`src/rtl/lnb_ctl_pkg.sv`:
```
package lnb_ctl_pkg;

  typedef enum logic [2:0] {
    VC_OFF = 3'd0,
    VC_13  = 3'd1,
    VC_14  = 3'd2,
    VC_18  = 3'd3,
    VC_19  = 3'd4,
    VC_22  = 3'd5
  } vcode_e;

  // bit7 .. bit0 of the write byte
  typedef struct packed {
    logic aux;
    logic itest;
    logic pcl;
    logic ttx;
    logic ten;
    logic llc;
    logic vsel;
    logic en;
  } ctrl_t;

  typedef enum logic [2:0] {
    S_IDLE, S_ADDR, S_AACK, S_WDAT, S_WACK, S_RDAT, S_RACK
  } slv_st_e;

  function automatic vcode_e vup_map(input ctrl_t c);
    if (!c.en)  return VC_OFF;
    if (c.aux)  return VC_22;
    if (c.vsel) return c.llc ? VC_19 : VC_18;
    return c.llc ? VC_14 : VC_13;
  endfunction

  function automatic vcode_e vout_map(input ctrl_t c, input logic fast);
    if (c.en && !c.aux && c.vsel && !fast) return VC_13;
    return vup_map(c);
  endfunction

  function automatic logic [7:0] read_pack(input ctrl_t c, input logic imon,
                                           input logic vmon, input logic tmon,
                                           input logic otf, input logic olf);
    logic vmon_ok;
    vmon_ok = vmon & ~c.llc & ~c.aux;
    return {imon, vmon_ok, tmon, otf, olf, c.llc, c.vsel, c.en};
  endfunction

endpackage

```
`src/rtl/i2c_line_sync.sv`:
```
module i2c_line_sync #(
  parameter int SYNC_STAGES = 2
) (
  input  logic clk,
  input  logic rst_n,
  input  logic scl_i,
  input  logic sda_i,
  output logic sda_s,
  output logic scl_rise,
  output logic scl_fall,
  output logic start_evt,
  output logic stop_evt
);
  localparam int DEPTH = SYNC_STAGES + 1;

  logic [DEPTH-1:0] scl_p, sda_p;

  always_ff @(posedge clk or negedge rst_n) begin
    if (!rst_n) begin
      scl_p <= '1;
      sda_p <= '1;
    end else begin
      scl_p <= {scl_p[DEPTH-2:0], scl_i};
      sda_p <= {sda_p[DEPTH-2:0], sda_i};
    end
  end

  logic scl_now, scl_old, sda_old;
  assign scl_now = scl_p[DEPTH-2];
  assign scl_old = scl_p[DEPTH-1];
  assign sda_s   = sda_p[DEPTH-2];
  assign sda_old = sda_p[DEPTH-1];

  assign scl_rise  =  scl_now & ~scl_old;
  assign scl_fall  = ~scl_now &  scl_old;
  assign start_evt =  scl_now &  scl_old &  sda_old & ~sda_s;
  assign stop_evt  =  scl_now &  scl_old & ~sda_old &  sda_s;
endmodule

```
`src/rtl/i2c_slave_fsm.sv`:
```
module i2c_slave_fsm
  import lnb_ctl_pkg::*;
#(
  parameter logic [6:0] ADDR_LO = 7'h08,
  parameter logic [6:0] ADDR_HI = 7'h09,
  parameter int         BYTE_W  = 8
) (
  input  logic              clk,
  input  logic              rst_n,
  input  logic              sda_s,
  input  logic              scl_rise,
  input  logic              scl_fall,
  input  logic              start_evt,
  input  logic              stop_evt,
  input  logic              addr_sel,
  input  logic              uvlo,
  input  logic [BYTE_W-1:0] rd_byte,
  output logic [BYTE_W-1:0] wr_byte,
  output logic              wr_commit,
  output logic              in_ack,
  output logic              sda_pd
);
  localparam int CW = $clog2(BYTE_W + 1);
  localparam logic [CW-1:0] FULL = CW'(BYTE_W);

  slv_st_e           st;
  logic [CW-1:0]     bit_cnt;
  logic [BYTE_W-1:0] rx_sr, tx_sr;
  logic              rw, mack;
  logic [6:0]        my_addr;
  logic              addr_hit;

  assign my_addr  = addr_sel ? ADDR_HI : ADDR_LO;
  assign addr_hit = (rx_sr[BYTE_W-1 -: 7] == my_addr);

  always_ff @(posedge clk or negedge rst_n) begin
    if (!rst_n) begin
      st      <= S_IDLE;
      bit_cnt <= '0;
      rx_sr   <= '0;
      tx_sr   <= '0;
      rw      <= 1'b0;
      mack    <= 1'b0;
      sda_pd  <= 1'b0;
    end else if (start_evt) begin
      st      <= S_ADDR;
      bit_cnt <= '0;
      sda_pd  <= 1'b0;
    end else if (stop_evt) begin
      st      <= S_IDLE;
      sda_pd  <= 1'b0;
    end else begin
      unique case (st)
        S_ADDR, S_WDAT: begin
          if (scl_rise && bit_cnt < FULL) begin
            rx_sr   <= {rx_sr[BYTE_W-2:0], sda_s};
            bit_cnt <= bit_cnt + 1'b1;
          end else if (scl_fall && bit_cnt == FULL) begin
            if (st == S_ADDR) begin
              if (addr_hit && !uvlo) begin
                st     <= S_AACK;
                sda_pd <= 1'b1;
                rw     <= rx_sr[0];
              end else begin
                st <= S_IDLE;
              end
            end else if (!uvlo) begin
              st     <= S_WACK;
              sda_pd <= 1'b1;
            end else begin
              st <= S_IDLE;
            end
          end
        end
        S_AACK: begin
          if (scl_fall) begin
            bit_cnt <= '0;
            if (rw) begin
              st     <= S_RDAT;
              sda_pd <= ~rd_byte[BYTE_W-1];
              tx_sr  <= {rd_byte[BYTE_W-2:0], 1'b0};
            end else begin
              st     <= S_WDAT;
              sda_pd <= 1'b0;
            end
          end
        end
        S_WACK: begin
          if (scl_fall) begin
            st      <= S_WDAT;
            bit_cnt <= '0;
            sda_pd  <= 1'b0;
          end
        end
        S_RDAT: begin
          if (scl_rise) begin
            bit_cnt <= bit_cnt + 1'b1;
          end else if (scl_fall) begin
            if (bit_cnt == FULL) begin
              st     <= S_RACK;
              sda_pd <= 1'b0;
            end else begin
              sda_pd <= ~tx_sr[BYTE_W-1];
              tx_sr  <= {tx_sr[BYTE_W-2:0], 1'b0};
            end
          end
        end
        S_RACK: begin
          if (scl_rise) begin
            mack <= ~sda_s;
          end else if (scl_fall) begin
            if (mack) begin
              st      <= S_RDAT;
              bit_cnt <= '0;
              sda_pd  <= ~rd_byte[BYTE_W-1];
              tx_sr   <= {rd_byte[BYTE_W-2:0], 1'b0};
            end else begin
              st <= S_IDLE;
            end
          end
        end
        default: st <= S_IDLE;
      endcase
    end
  end

  assign wr_byte   = rx_sr;
  assign wr_commit = (st == S_WACK) && scl_fall && !start_evt && !stop_evt;
  assign in_ack    = (st == S_AACK) || (st == S_WACK);
endmodule

```
`src/rtl/ctrl_reg_bank.sv`:
```
module ctrl_reg_bank #(
  parameter int WIDTH = 8
) (
  input  logic             clk,
  input  logic             rst_n,
  input  logic             load,
  input  logic [WIDTH-1:0] d,
  output logic [WIDTH-1:0] q
);
  for (genvar i = 0; i < WIDTH; i++) begin : g_bit
    always_ff @(posedge clk or negedge rst_n) begin
      if (!rst_n)    q[i] <= 1'b0;
      else if (load) q[i] <= d[i];
    end
  end
endmodule

```
`src/rtl/vcode_map.sv`:
```
module vcode_map
  import lnb_ctl_pkg::*;
(
  input  ctrl_t      ctrl,
  input  logic       fast,
  output logic [2:0] vout_code,
  output logic [2:0] vup_code
);
  always_comb begin
    vout_code = vout_map(ctrl, fast);
    vup_code  = vup_map(ctrl);
  end
endmodule

```
`src/rtl/lnb_ctl_slave.sv`:
```
module lnb_ctl_slave
  import lnb_ctl_pkg::*;
#(
  parameter logic [6:0] ADDR_LO     = 7'h08,
  parameter logic [6:0] ADDR_HI     = 7'h09,
  parameter int         SYNC_STAGES = 2
) (
  input  logic       clk,
  input  logic       rst_n,
  input  logic       scl_i,
  input  logic       sda_i,
  output logic       sda_pd_o,
  input  logic       addr_sel_i,
  input  logic       uvlo_i,
  input  logic       vfast_i,
  input  logic       diag_imon_i,
  input  logic       diag_vmon_i,
  input  logic       diag_tmon_i,
  input  logic       diag_otf_i,
  input  logic       diag_olf_i,
  output logic       ctrl_en_o,
  output logic       ctrl_vsel_o,
  output logic       ctrl_llc_o,
  output logic       ctrl_ten_o,
  output logic       ctrl_ttx_o,
  output logic       ctrl_pcl_o,
  output logic       ctrl_itest_o,
  output logic       ctrl_aux_o,
  output logic [2:0] vout_code_o,
  output logic [2:0] vup_code_o
);
  localparam int BYTE_W = $bits(ctrl_t);

  // named internal events, used by the bound checker
  logic sda_s_w, scl_rise_w, scl_fall_w, start_w, stop_w;
  logic commit_w, in_ack_w;
  logic [BYTE_W-1:0] wr_byte_w, rd_byte_w, ctrl_q;
  ctrl_t ctrl;

  i2c_line_sync #(.SYNC_STAGES(SYNC_STAGES)) u_sync (
    .clk       (clk),
    .rst_n     (rst_n),
    .scl_i     (scl_i),
    .sda_i     (sda_i),
    .sda_s     (sda_s_w),
    .scl_rise  (scl_rise_w),
    .scl_fall  (scl_fall_w),
    .start_evt (start_w),
    .stop_evt  (stop_w)
  );

  i2c_slave_fsm #(.ADDR_LO(ADDR_LO), .ADDR_HI(ADDR_HI), .BYTE_W(BYTE_W)) u_fsm (
    .clk       (clk),
    .rst_n     (rst_n),
    .sda_s     (sda_s_w),
    .scl_rise  (scl_rise_w),
    .scl_fall  (scl_fall_w),
    .start_evt (start_w),
    .stop_evt  (stop_w),
    .addr_sel  (addr_sel_i),
    .uvlo      (uvlo_i),
    .rd_byte   (rd_byte_w),
    .wr_byte   (wr_byte_w),
    .wr_commit (commit_w),
    .in_ack    (in_ack_w),
    .sda_pd    (sda_pd_o)
  );

  ctrl_reg_bank #(.WIDTH(BYTE_W)) u_regs (
    .clk   (clk),
    .rst_n (rst_n),
    .load  (commit_w),
    .d     (wr_byte_w),
    .q     (ctrl_q)
  );

  assign ctrl = ctrl_t'(ctrl_q);

  assign rd_byte_w = read_pack(ctrl, diag_imon_i, diag_vmon_i, diag_tmon_i,
                               diag_otf_i, diag_olf_i);

  vcode_map u_vmap (
    .ctrl      (ctrl),
    .fast      (vfast_i),
    .vout_code (vout_code_o),
    .vup_code  (vup_code_o)
  );

  assign ctrl_en_o    = ctrl.en;
  assign ctrl_vsel_o  = ctrl.vsel;
  assign ctrl_llc_o   = ctrl.llc;
  assign ctrl_ten_o   = ctrl.ten;
  assign ctrl_ttx_o   = ctrl.ttx;
  assign ctrl_pcl_o   = ctrl.pcl;
  assign ctrl_itest_o = ctrl.itest;
  assign ctrl_aux_o   = ctrl.aux;
endmodule

```
`config.mk`:
```
export PLATFORM = sky130hd
export DESIGN_NAME = lnb_ctl_slave
export DESIGN_NICKNAME = d
export VERILOG_FILES = /design/src/rtl/lnb_ctl_pkg.sv /design/src/rtl/i2c_line_sync.sv /design/src/rtl/i2c_slave_fsm.sv /design/src/rtl/ctrl_reg_bank.sv /design/src/rtl/vcode_map.sv /design/src/rtl/lnb_ctl_slave.sv
export SDC_FILE = /design/constraint.sdc
export NUM_CORES = 1
export LEC_CHECK = 0
export ABC_CLOCK_PERIOD_IN_PS = 1700
export CORE_MARGIN = 2
export CORE_UTILIZATION = 49
export CTS_CLUSTER_DIAMETER = 80
export DETAILED_ROUTE_END_ITERATION = 10
export GPL_TIMING_DRIVEN = 0
export PLACE_DENSITY = 0.75
export SLEW_MARGIN = 5
export SYNTH_ARGS = -nofsm -noshare
export SYNTH_HDL_FRONTEND = slang
export SYNTH_SLANG_ARGS = --single-unit
```
`constraint.sdc`:
```
create_clock -name clk -period 1.7 [get_ports clk]
set_input_delay 0.17 -clock clk [delete_from_list [all_inputs] [get_ports clk]]
set_output_delay 0.17 -clock clk [all_outputs]
set_load 0.05 [all_outputs]
```
## Word level (Yosys, flattened, before mapping)

Index checks and enable logic that the tools add are counted.
W data, S select, Z words.

- Bits in latches: 0
- Memories: 0
- Output and inout port bits: 15
- Register bits: 40
- Bits of input ports: 12
- Bits in read-only memories: 0
- Bits in writable memories: 0

- Bitwise operators: 20
- Reduce and logical (&&, ||, !) cells: 26
- Order comparisons: 1
- Add/sub/neg operators: 1
- Equality and inequality tests: 35
- $mul: 0
- Divide/modulo/power cells: 0
- Shift-type cells: 0
- Muxes and demuxes: 79

Operators by type and width:

| cell | number |
|---|---|
| $mux W3 | 27 |
| $mux W8 | 8 |
| $mux W4 | 8 |
| $mux W1 | 30 |
| $ne A4 B1 Y1 const B | 7 |
| $pmux W8 S3 | 1 |
| $pmux W4 S4 | 1 |
| $ne A3 B1 Y1 const B | 5 |
| $pmux W3 S5 | 1 |
| $ne A2 B1 Y1 const B | 6 |
| $reduce_and A12 Y1 | 1 |
| $not A1 Y1 | 11 |
| $reduce_and A11 Y1 | 1 |
| $and A1 B1 Y1 | 9 |
| $eq A3 B3 Y1 const B | 3 |
| $logic_and A1 B1 Y1 | 9 |
| $reduce_and A9 Y1 | 1 |
| $ne A4 B4 Y1 const B | 2 |
| $reduce_and A4 Y1 | 2 |
| $reduce_and A8 Y1 | 1 |
| $eq A7 B7 Y1 | 1 |
| $reduce_and A7 Y1 | 1 |
| $reduce_bool A7 Y1 | 1 |
| $eq A3 B2 Y1 const B | 2 |
| 15 further kinds | 23 |

## Depth between registers and ports, before layout

- Depth in word-level cells: 15
- Mapped depth: 8
- Gate-level depth less buffers: 7

## By module

Synthesis repeated with hierarchy kept, for this count alone.

- Cells, all modules: 188
- Area, all modules: 2,242.2 µm²

By module, submodules not included:

| module | area each (µm²) | cells an instance | sequential area each (µm²) | times used |
|---|---|---|---|---|
| i2c_slave_fsm | 1,622.8 | 149 | 625.6 | 1 |
| ctrl_reg_bank | 331.6 | 17 | 200.2 | 1 |
| i2c_line_sync | 190.2 | 10 | 157.7 | 1 |
| vcode_map | 85.1 | 11 | 0.0 | 1 |
| lnb_ctl_slave | 12.5 | 1 | 0.0 | 1 |

## Least setup slack after synthesis

No wires, ideal clock.

- Path type: register -> output
- Start point: reg u_regs.q[2]
- End point: out vout_code_o[1]
- Slack: -0.405 ns
- Required time: 1.530 ns
- Data arrival time: 1.935 ns
- Cell stages (with the launch flop): 4
- Cell sequence: dfrtp_1 > ha_1 > and3_1 > and2_1

- Longest elaborated chain between the ends: 6
- Elaborated cells on any way between the ends: 7

Ends and longest elaborated chain:

| what | line | RTL |
|---|---|---|
| start: declaration | ctrl_reg_bank.sv:8 | `output logic [WIDTH-1:0] q` |
| start signal: indexed assignment | ctrl_reg_bank.sv:13 | `else if (load) q[i] <= d[i];` |
| $mux W3 (2 in a row) | lnb_ctl_pkg.sv:31 | `if (c.vsel) return c.llc ? VC_19 : VC_18;` |
| $mux W3 (*) | lnb_ctl_pkg.sv:32 | `return c.llc ? VC_14 : VC_13;` |
| $mux W3 (*) | lnb_ctl_pkg.sv:31 |  |
| $mux W3 (*) | lnb_ctl_pkg.sv:30 | `if (c.aux) return VC_22;` |
| $mux W3 (*) | lnb_ctl_pkg.sv:37 | `return vup_map(c);` |
| end: declaration | lnb_ctl_slave.sv:29 | `output logic [2:0] vout_code_o,` |

Mark *: on every way between the ends. The rest lies on a longest branch, timed or not.

## Worst setup path in the final report

- Start point: reg u_fsm.rx_sr[3], in the netlist u_fsm.wr_byte[3]
- End point: reg u_fsm.rw

- Longest elaborated chain between the ends: 3

Ends and longest elaborated chain:

| what | line | RTL |
|---|---|---|
| start: declaration | i2c_slave_fsm.sv:28 | `logic [BYTE_W-1:0] rx_sr, tx_sr;` |
| start signal: assignment | i2c_slave_fsm.sv:56 | `rx_sr <= {rx_sr[BYTE_W-2:0], sda_s};` |
| $eq A7 B7 Y1 | i2c_slave_fsm.sv:34 | `assign addr_hit = (rx_sr[BYTE_W-1 -: 7] == my_addr);` |
| $logic_and A1 B1 Y1 | i2c_slave_fsm.sv:60 | `if (addr_hit && !uvlo) begin` |
| $reduce_and A7 Y1 (no line) | - |  |
| end signal: assignment | i2c_slave_fsm.sv:63 | `rw <= rx_sr[0];` |
| end: declaration | i2c_slave_fsm.sv:29 | `logic rw, mack;` |

No other way between the ends.
A chain may end at the register's enable or synchronous reset.

==> impl_metrics.env <==
export IMPL_grt_pass1_wl_um=7810
export IMPL_ioPinCount=27
export IMPL_start_kind="flip-flop"
export IMPL_antenna_found_initial=0
export IMPL_slew_headroom_pct=58.6
export IMPL_synthCells=196
export IMPL_ant_nets=0
export IMPL_crit_family="simple AND/OR/NAND/NOR gates"
export IMPL_finalSetupViolCount=25
export IMPL_maxCapViolations=0
export IMPL_pwr_share_comb_pct=14.0
export IMPL_final_common_cell="dfrtp_1"
export IMPL_clk_pin_slew_ns=0.08
export IMPL_gp_congestion=0.908
export IMPL_regToRegStartpoint="u_fsm.wr_byte[3]"
export IMPL_synth_cell_area_um2=2030
export IMPL_hp_class="in -> reg"
export IMPL_clockRootBuffer="clkbuf_8"
export IMPL_p_leak_uw=0.00131
export IMPL_stdcell_count=299
export IMPL_initial_utilization_pct=50.9
export IMPL_wl_per_cell_um=15.8
export IMPL_async_flop_share_pct=100
export IMPL_switching_share_pct=25.9
export IMPL_p_sw_uw=562
export IMPL_violations="setup timing"
export IMPL_routed_via_count=1685
export IMPL_fin_ws_ns=-0.130
export IMPL_drc=0
export IMPL_fmax_mhz=546
export IMPL_cts_htree_levels=2
export IMPL_yosys_warnings=0
export IMPL_p_clk_share_pct=36.4
export IMPL_pwr_share_seq_pct=49.6
export IMPL_hold_start="scl_i"
export IMPL_wl_um=4720
export IMPL_numCtsBuffers=5
export IMPL_cts_tree="built"
export IMPL_synth_edff_count=0
export IMPL_max_stage_delay_ns=0.48
export IMPL_synth_avg_cell_area_um2=10.4
export IMPL_status="finished, violations left"
export IMPL_use_met2_pct=37.3
export IMPL_die_area_um2=4680
export IMPL_fin_crit_ns=1.83
export IMPL_final_cell_mix="dfrtp_1, mux2_2, clkdlybuf4s50_1, buf_4, nand2_1"
export IMPL_cp_arrival_ns=2.02
export IMPL_hold_violations=0
export IMPL_seq_area_frac_synth_pct=48.3
export IMPL_layout_drive_gt1_share_pct=41.8
export IMPL_rows=23
export IMPL_grt_pass1_vias=1702
export IMPL_use_met3_pct=6.74
export IMPL_use_met1_pct=27.9
export IMPL_cts_sinks=39
export IMPL_die_h_um=68.4
export IMPL_antenna_cells=0
export IMPL_die_w_um=68.4
export IMPL_viasPerCell=5.64
export IMPL_rsz0062_at_grt="yes"
export IMPL_slowest_stage="or4_4"
export IMPL_clk_latency_ns=0.30
export IMPL_top_usage_layer="met2"
export IMPL_hold_ws_ns=0.283
export IMPL_hpwl_um=3030
export IMPL_peakVddDrop_mv=0.664
export IMPL_critPathKind="reg -> reg"
export IMPL_io_buffers=26
export IMPL_grt_max_degree=24
export IMPL_critPathBufInv=0
export IMPL_ys_ff_latch=39
export IMPL_required_ns=1.89
export IMPL_drt_iter0_drc=126
export IMPL_yosys_cell_types_count=48
export IMPL_crit_path_end_kind="flip-flop"
export IMPL_tightest_slew_ns=0.618
export IMPL_worst_clock_skew_ns=0.0105
export IMPL_grt_usage_pct=23.0
export IMPL_core_um2=4000
export IMPL_fin_crit_sh_pct=108
export IMPL_synth_nets=211
export IMPL_path_max_fanout=2
export IMPL_startpoint="u_fsm.wr_byte[3]"
export IMPL_p_int_uw=1610
export IMPL_placed_cells=273
export IMPL_power_density_nw_per_um2=770
export IMPL_firstDrtPassIters=4
export IMPL_cts_buffer_depth=2
export IMPL_crit_chain="nor4b_2 -> nand3_1 -> or4_4 -> nor2_4 -> mux2_4"
export IMPL_layout_nets=263
export IMPL_area_delta_synth_final_pct=38.6
export IMPL_ys_flop_type="dfrtp_1"
export IMPL_finalCoreUtilization_pct=70.5
export IMPL_slew_viol_final=0
export IMPL_grt_remaining_overflow=0
==> cell families (layout without fill, tap and decap cells) <==
kind of cell               after synthesis  in the layout  share of synthesized area, %
DFF                                     39             39                          48.3
muxes                                   23             23                          12.3
and+or+nand+nor                         68             68                          18.1
AOI/OAI and AO/OA                       46             46                          15.1
adders and majority gates                3              3                          1.85
xor gates and xnor gates                 2              2                         0.861
buffers and inverters                   15             68                          3.38
==> state kept, by name, indices dropped and copies added (netlist names) <==
register	cells
u_fsm.wr_byte	8
u_regs.q	8
u_fsm.tx_sr	7
u_fsm.bit_cnt	4
u_fsm.st	3
u_sync.scl_p	3
u_sync.sda_p	3
u_fsm.mack	1
u_fsm.rw	1
u_fsm.sda_pd	1
==> power groups by stage <==
stage	clock [uW]	sequential (uW)	combinational [uW]
2_1_floorplan	0	1090	130
3_3_place_gp	0	1100	200
3_5_place_dp	0	1110	215
4_1_cts	792	1070	280
5_1_grt	845	1090	344
6_report	790	1080	303
==> metrics by stage <==
| step | power (uW) | cell area (um^2) | setup slack [ns] | setup TNS [ns] |
|---|---|---|---|---|
| final | 2170 | 2820 | -0.130 | -0.954 |
| after global routing | 2270 | 2820 | -0.247 | -3.00 |
| after CTS | 2140 | 2710 | -0.154 | -0.506 |
| after detailed placement | 1320 | 2390 | -0.319 | -2.91 |
| after global placement | 1300 | 2370 | -0.481 | -19.24 |
| after floorplan | 1220 | 2050 | -0.144 | -0.276 |
==> routing by layer <==
layer  wire [um]  share of wire [%]  vias up
li1            -                  -      808
met1        1950                 41      816
met2        2430                 51       50
met3         237                5.0       11
met4         105                2.2        0
met5           0                  0        -
==> layout make-up <==
type / instances / area [um^2]
Multi-Input combinational cell: 142 / 1150
Inverter: 9 / 33.8
Clock buffer: 5 / 68.8
Fill cell: 298 / 1180
Clock inverter: 3 / 43.8
Tap cell: 50 / 62.6
Buffer: 6 / 41.3
Sequential cell: 39 / 987
Timing Repair Buffer: 45 / 430
==> cells in the mapped netlist (all sizes together) (5+ instances only) <==
library cell / count / area share [%]
a21oi: 10 / 2.5
buf: 5 / 1.5
dfrtp: 33 / 41
dfstp: 6 / 7.7
inv: 9 / 1.7
mux2: 16 / 8.9
mux2i: 7 / 3.4
nand2: 21 / 3.9
nand2b: 8 / 2.8
nor2: 14 / 2.6
o21ai: 14 / 3.4
==> timing repair <==
action	in CTS	in global routing
endpoints found under the setup margin	32	35
gates cloned	1	0
hold buffers	1	0
pin swaps	9	18
buffers inserted	16	2
endpoints found under the hold margin	10	0
gates resized for setup	50	40
==> final timing paths <==
check                      slack [ns]               to  depth (start not counted)
setup / recovery                -0.13         u_fsm.rw                          5
hold / removal                   0.28  u_sync.scl_p[0]                          1
setup reg to reg                -0.13         u_fsm.rw                          5
hold reg to reg                  0.35  u_sync.scl_p[1]                          0
max in group asynchronous        0.90      u_regs.q[2]                          3
min in group asynchronous        0.33      u_fsm.st[2]                          2
Note: power is estimated with default switching activity, not from simulation.
